## config.mk

```make
export PLATFORM = sky130hd
export DESIGN_NAME = mbox_pair
export DESIGN_NICKNAME = d
export VERILOG_FILES = /design/src/rtl/mbox_pkg.sv /design/src/rtl/mbox_fifo.sv /design/src/rtl/mbox_flags.sv /design/src/rtl/mbox_pair.sv
export SDC_FILE = /design/constraint.sdc
export NUM_CORES = 1
export LEC_CHECK = 0
export BUFFER_PORTS_ARGS = -buffer_cell sky130_fd_sc_hd__buf_2
export CORE_UTILIZATION = 62
export DETAILED_ROUTE_END_ITERATION = 6
export GPL_TIMING_DRIVEN = 0
export PLACE_DENSITY = 0.94
export SETUP_SLACK_MARGIN = 0.4
export SLEW_MARGIN = 20
export SYNTH_ARGS = -nofsm -noshare
export SYNTH_HDL_FRONTEND = slang
export SYNTH_SLANG_ARGS = --single-unit
```

## constraint.sdc

```tcl
create_clock -name clk_i -period 3.6 [get_ports clk_i]
set_input_delay 0.36 -clock clk_i [delete_from_list [all_inputs] [get_ports clk_i]]
set_output_delay 0.36 -clock clk_i [all_outputs]
set_load 0.01 [all_outputs]
```

## src/rtl/mbox_pkg.sv

```systemverilog
package mbox_pkg;
  localparam int unsigned NCORE = 2;
  localparam int unsigned ST_W  = 4;
  // Status word layout: {roe, wof, rdy, vld}
  typedef struct packed {
    logic roe;
    logic wof;
    logic rdy;
    logic vld;
  } mbox_stat_t;
endpackage

```

## src/rtl/mbox_fifo.sv

```systemverilog
module mbox_fifo #(
  parameter int unsigned DW    = 32,
  parameter int unsigned DEPTH = 4
) (
  input  logic          clk_i,
  input  logic          rst_ni,
  input  logic          push_i,
  input  logic [DW-1:0] wdata_i,
  input  logic          pop_i,
  output logic [DW-1:0] rdata_o,
  output logic          full_o,
  output logic          empty_o,
  output logic          push_err_o,
  output logic          pop_err_o
);
  localparam int unsigned AW = (DEPTH > 1) ? $clog2(DEPTH) : 1;
  localparam int unsigned CW = $clog2(DEPTH + 1);

  logic [DW-1:0] mem_q [DEPTH];
  logic [AW-1:0] wptr_q, rptr_q;
  logic [CW-1:0] count_q;
  logic          do_push, do_pop;

  assign full_o     = (count_q == CW'(DEPTH));
  assign empty_o    = (count_q == '0);
  assign do_push    = push_i && !full_o;
  assign do_pop     = pop_i && !empty_o;
  assign push_err_o = push_i && full_o;
  assign pop_err_o  = pop_i && empty_o;
  assign rdata_o    = empty_o ? '0 : mem_q[rptr_q];

  function automatic logic [AW-1:0] bump(input logic [AW-1:0] p);
    return (p == AW'(DEPTH - 1)) ? '0 : p + AW'(1);
  endfunction

  always_ff @(posedge clk_i) begin
    if (do_push) mem_q[wptr_q] <= wdata_i;
  end

  always_ff @(posedge clk_i or negedge rst_ni) begin
    if (!rst_ni) begin
      wptr_q  <= '0;
      rptr_q  <= '0;
      count_q <= '0;
    end else begin
      if (do_push) wptr_q <= bump(wptr_q);
      if (do_pop)  rptr_q <= bump(rptr_q);
      case ({do_push, do_pop})
        2'b10:   count_q <= count_q + CW'(1);
        2'b01:   count_q <= count_q - CW'(1);
        default: count_q <= count_q;
      endcase
    end
  end

  // occupancy never exceeds the depth
  a_r1_count_bound: assert property (@(posedge clk_i) disable iff (!rst_ni)
    count_q <= CW'(DEPTH));
  // a push into a full queue leaves occupancy unchanged
  a_r5_full_push_hold: assert property (@(posedge clk_i) disable iff (!rst_ni)
    (push_i && full_o && !pop_i) |=> (count_q == $past(count_q)));
  // a pop from an empty queue leaves the pointers where they were
  a_r6_empty_pop_hold: assert property (@(posedge clk_i) disable iff (!rst_ni)
    (pop_i && empty_o && !push_i) |=> ($stable(rptr_q) && $stable(wptr_q)));
  // simultaneous push and pop keep occupancy steady
  a_r9_pushpop_steady: assert property (@(posedge clk_i) disable iff (!rst_ni)
    (push_i && pop_i && !full_o && !empty_o) |=> (count_q == $past(count_q)));
endmodule

```

## src/rtl/mbox_flags.sv

```systemverilog
module mbox_flags (
  input  logic clk_i,
  input  logic rst_ni,
  input  logic set_wof_i,
  input  logic set_roe_i,
  input  logic clr_i,
  output logic wof_o,
  output logic roe_o
);
  always_ff @(posedge clk_i or negedge rst_ni) begin
    if (!rst_ni) begin
      wof_o <= 1'b0;
      roe_o <= 1'b0;
    end else begin
      wof_o <= set_wof_i || (wof_o && !clr_i);
      roe_o <= set_roe_i || (roe_o && !clr_i);
    end
  end

  // wof stays set without a clear
  a_r5_wof_sticky: assert property (@(posedge clk_i) disable iff (!rst_ni)
    (wof_o && !clr_i) |=> wof_o);
  // roe stays set without a clear
  a_r6_roe_sticky: assert property (@(posedge clk_i) disable iff (!rst_ni)
    (roe_o && !clr_i) |=> roe_o);
  // a clear with no new error empties both flags
  a_r7_clear_takes: assert property (@(posedge clk_i) disable iff (!rst_ni)
    (clr_i && !set_wof_i && !set_roe_i) |=> (!wof_o && !roe_o));
endmodule

```

## src/rtl/mbox_pair.sv

```systemverilog
module mbox_pair
  import mbox_pkg::*;
#(
  parameter int unsigned DW    = 32,
  parameter int unsigned DEPTH = 4
) (
  input  logic                       clk_i,
  input  logic                       rst_ni,
  input  logic [NCORE-1:0]           push_i,
  input  logic [NCORE-1:0][DW-1:0]   wdata_i,
  input  logic [NCORE-1:0]           pop_i,
  output logic [NCORE-1:0][DW-1:0]   rdata_o,
  input  logic [NCORE-1:0]           stclr_i,
  output logic [NCORE-1:0][ST_W-1:0] status_o,
  output logic [NCORE-1:0]           irq_o
);
  // Queue q is filled by core q and drained by core NCORE-1-q.
  logic [NCORE-1:0][DW-1:0] q_head;
  logic [NCORE-1:0]         q_full, q_empty, q_perr, q_uerr;
  logic [NCORE-1:0]         wof, roe;

  for (genvar q = 0; q < NCORE; q++) begin : g_queue
    localparam int unsigned DRAIN = NCORE - 1 - q;
    mbox_fifo #(.DW(DW), .DEPTH(DEPTH)) u_fifo (
      .clk_i      (clk_i),
      .rst_ni     (rst_ni),
      .push_i     (push_i[q]),
      .wdata_i    (wdata_i[q]),
      .pop_i      (pop_i[DRAIN]),
      .rdata_o    (q_head[q]),
      .full_o     (q_full[q]),
      .empty_o    (q_empty[q]),
      .push_err_o (q_perr[q]),
      .pop_err_o  (q_uerr[q])
    );
  end

  for (genvar c = 0; c < NCORE; c++) begin : g_core
    localparam int unsigned RXQ = NCORE - 1 - c;
    mbox_stat_t st;
    mbox_flags u_flags (
      .clk_i     (clk_i),
      .rst_ni    (rst_ni),
      .set_wof_i (q_perr[c]),
      .set_roe_i (q_uerr[RXQ]),
      .clr_i     (stclr_i[c]),
      .wof_o     (wof[c]),
      .roe_o     (roe[c])
    );
    assign st.vld      = !q_empty[RXQ];
    assign st.rdy      = !q_full[c];
    assign st.wof      = wof[c];
    assign st.roe      = roe[c];
    assign status_o[c] = st;
    assign rdata_o[c]  = q_head[RXQ];
    assign irq_o[c]    = st.vld || st.wof || st.roe;

    // with nothing waiting, the read data is zero
    a_r2_empty_reads_zero: assert property (@(posedge clk_i) disable iff (!rst_ni)
      !st.vld |-> (rdata_o[c] == '0));
    // an error seen by this core raises its interrupt on the next cycle
    a_r8_err_irq: assert property (@(posedge clk_i) disable iff (!rst_ni)
      (q_perr[c] || q_uerr[RXQ]) |=> irq_o[c]);
  end
endmodule

```

==> out/qor.txt <==
Status = complete, no violations
Most Crowded Layer GR = met2
1st-iter DRT viols = 416
Initial core utilization = 63.2%
Worst reg2reg path startpoint = g_queue[1].u_fifo.count_q[1]
Ranking of synthesized cells by area = edfxtp_1 71%, mux4_2 12%, and2_1 4.2%
Final period utilization = 70.1%
Critical Path Max Stage Delay = 0.39 ns
Syn_area_per_cell = 21.2 um2
CTS max path bufs = 3
CP Buf/Inv Count = 3
Worst rel slew slack = 67.9%
TritonCTS Buffers = 26
Startpoint types = register
GR Overflow Total = 0
Worst Tran Pin Value = 0.480 ns
Max_cap viols = 0
R2r endpoint = g_queue[1].u_fifo.count_q[2]
H-Tree Depth = 1
Seq/Total Area, Yosys = 75.0%
Min Tclk post-route = 2.52 ns
GR Util All Layers = 23.8%
Nets = 779
Yosys top cell by area = edfxtp_1
Kind of critical path = register to output port
Crit path top cell by count = buf_2
Final wirelength = 20,500 um
Layout cells sized above 1 = 40.0%
Cell area power density = 853 nW/um2
Routed vias/inst = 5.74
Layout overhead on the synthesized area = 18.5%
WHS = 0.0353 ns
Mapped Nets = 597
Count leader, synth = edfxtp_1
Avg WL per Cell = 21.8 um
Clock transition at path regs = 0.06 ns
Hold depth = 2
Cell Rows = 48
DRC viols = 0
Core Box Area = 17,200 um2
Clk_lat worst skew = 0.52 ns
Synthesized area = 10,900 um2
Post-CTS Setup Inserts = 0
Antenna violations before repair = 3
First-pass DRT Iterations = 4
Die ar. = 18,000 um2
Yosys reg bits = 274
Crit path capture type = output port
Worst Hold Endpoint = g_core[1].u_flags.wof_o
CP Cell Sequence = clkbuf_1, buf_2, mux4_2, and2_1, buf_2
Detailed placer's ending HPWL = 13,300 um
Post-synth cell types = 25
Largest net degree at the start of global routing = 28
Hold Vio Cnt, Final = 0
Hold wc startpoint = stclr_i[1]
CTS tree = yes
RSZ-0062 raised after global routing = no
Multi-input logic area = 2420 um2
Worst hold path type = input port to register
Final Skew = 0.00843 ns
Port Buffers = 145
Die height = 134 um
Worst-path fanout max = 10
Register area = 8140 um2
GR Util met2 = 42.0%
Final GP Congestion = 0.725
Critical Path RT = 3.24 ns
Fillers = 954
Setup TNS = 0 ns
Final slew viol count = 0
Antenna-violating nets left = 0
Vias in the first global route = 5,721
R2R Setup Slk = 1.31 ns
Ys Warns = 0
Clock root buffer = clkbuf_16
Die X-Extent = 134 um
Fmax = 396 MHz
DP Area = 12,000 um2
Tot Pwr = 11,000 uW
Pleak = 0.00464 uW
Number of enable flip-flop cells after synthesis = 256
PostCTS Resize Cnt = 0
Cell family with most CP delay = buffers and inverters
Yosys top cell area share = 70.8%
CP arrival = 2.16 ns
Share of flip-flops with an asynchronous set or reset = 6.57%
Grt met1 use = 30.2%
Synth Instances = 511
Max rail drop VDD = 590 uV
Slowest CP cell = dfrtp_1
Routing usage on met3 = 5.29%
Final core occ = 74.9%
Vias = 5,399
Post-route cell area = 12,900 um2
CTS Sinks = 274
First-pass GRT wire length = 31,800 um
Number of top-level pins = 146
Main synth FF type = edfxtp_1
Post-synth top cells = 256 x edfxtp_1, 72 x and2_1, 56 x mux4_2
Final setup vio count = 0
R2R depth = 9
==> worst register-to-register path: cells and delay by family, from the launching register on <==
kind          cells  cell delay (ns)
flops             1             0.42
buf+inv           2             0.16
fa+ha+maj         2             0.60
simple gates      3             0.70
xor+xnor          2             0.34
==> report_power, final <==
part           internal, uW  switching, uW
registers              4230            227
logic                  1950           2000
clock network          1460           1100
==> worst max-delay path by stage <==
stage / startpoint / cells past startpoint / endpoint
floorplan: g_queue[0].u_fifo.count_q[2] / 3 / g_queue[0].u_fifo.mem_q[3][0]
global placement: g_queue[1].u_fifo.count_q[2] / 3 / g_queue[1].u_fifo.mem_q[1][24]
detailed placement: g_queue[1].u_fifo.count_q[1] / 9 / g_queue[1].u_fifo.count_q[2]
CTS: g_queue[1].u_fifo.rptr_q[1] / 5 / rdata_o[28]
global route: g_queue[1].u_fifo.rptr_q[1] / 5 / rdata_o[22]
finish: g_queue[1].u_fifo.rptr_q[1] / 5 / rdata_o[26]
==> through the flow <==
step	instances	worst slack [ns]
after global placement	881	0.886
after detailed placement	889	1.29
after floorplan	511	1.53
after global routing	938	0.973
after CTS	938	1.06
final	940	1.08
==> state kept, by name, summed over array words and instances, names as in the netlist <==
signal and cells:
g_core.u_flags.roe_o 2, g_core.u_flags.wof_o 2, g_queue.u_fifo.count_q 6, g_queue.u_fifo.mem_q 256, g_queue.u_fifo.rptr_q 4, g_queue.u_fifo.wptr_q 4
==> layer usage <==
metal | up-vias | share of wire (%)
met5 | - | 0.064
met2 | 214 | 53
li1 | 2382 | -
met3 | 41 | 7.4
met1 | 2760 | 38
met4 | 2 | 2.2
==> cells in the final DEF, fill, tap and decap left out, drive strengths merged <==
| cell | n |
|---|---|
| and2 | 74 |
| buf | 171 |
| bufinv | 1 |
| clkbuf | 43 |
| clkinv | 10 |
| clkinvlp | 2 |
| dfrtp | 18 |
| diode | 2 |
| dlygate4sd3 | 1 |
| edfxtp | 256 |
| fa | 2 |
| ha | 12 |
| inv | 20 |
| mux2 | 8 |
| mux2i | 1 |
| mux4 | 64 |
| nand2 | 5 |
| nand3 | 2 |
| nor2 | 6 |
| nor2b | 2 |
| nor3 | 2 |
| nor3b | 2 |
| o21ai | 5 |
| xnor2 | 2 |
| xor2 | 4 |
==> cell type report <==
class                           count  area share (%)
Sequential cell                   274            63.3
Buffer                             26            1.81
Multi-Input combinational cell    191            18.8
Timing Repair Buffer              154            7.03
Antenna cell                        2          0.0389
Inverter                           20           0.584
Tap cell                          225            2.19
Clock buffer                       35            5.57
Clock inverter                     13           0.710
==> cell families after synthesis <==
family,count (synthesis),share of synthesized area (%)
XOR/XNOR,6,0.484
AO/OA/AOI/OAI,5,0.231
adder cells (fa/ha/maj),14,1.75
multiplexers,73,14.5
flip-flops,274,75.0
buffers and inverters,46,2.84
AND/OR/NAND/NOR,93,5.22
==> timing repair <==
action,in CTS,in global routing
setup endpoints to repair,0,0
hold buffers,1,0
hold endpoints to repair,18,0
(Power assumes the default switching activity.)
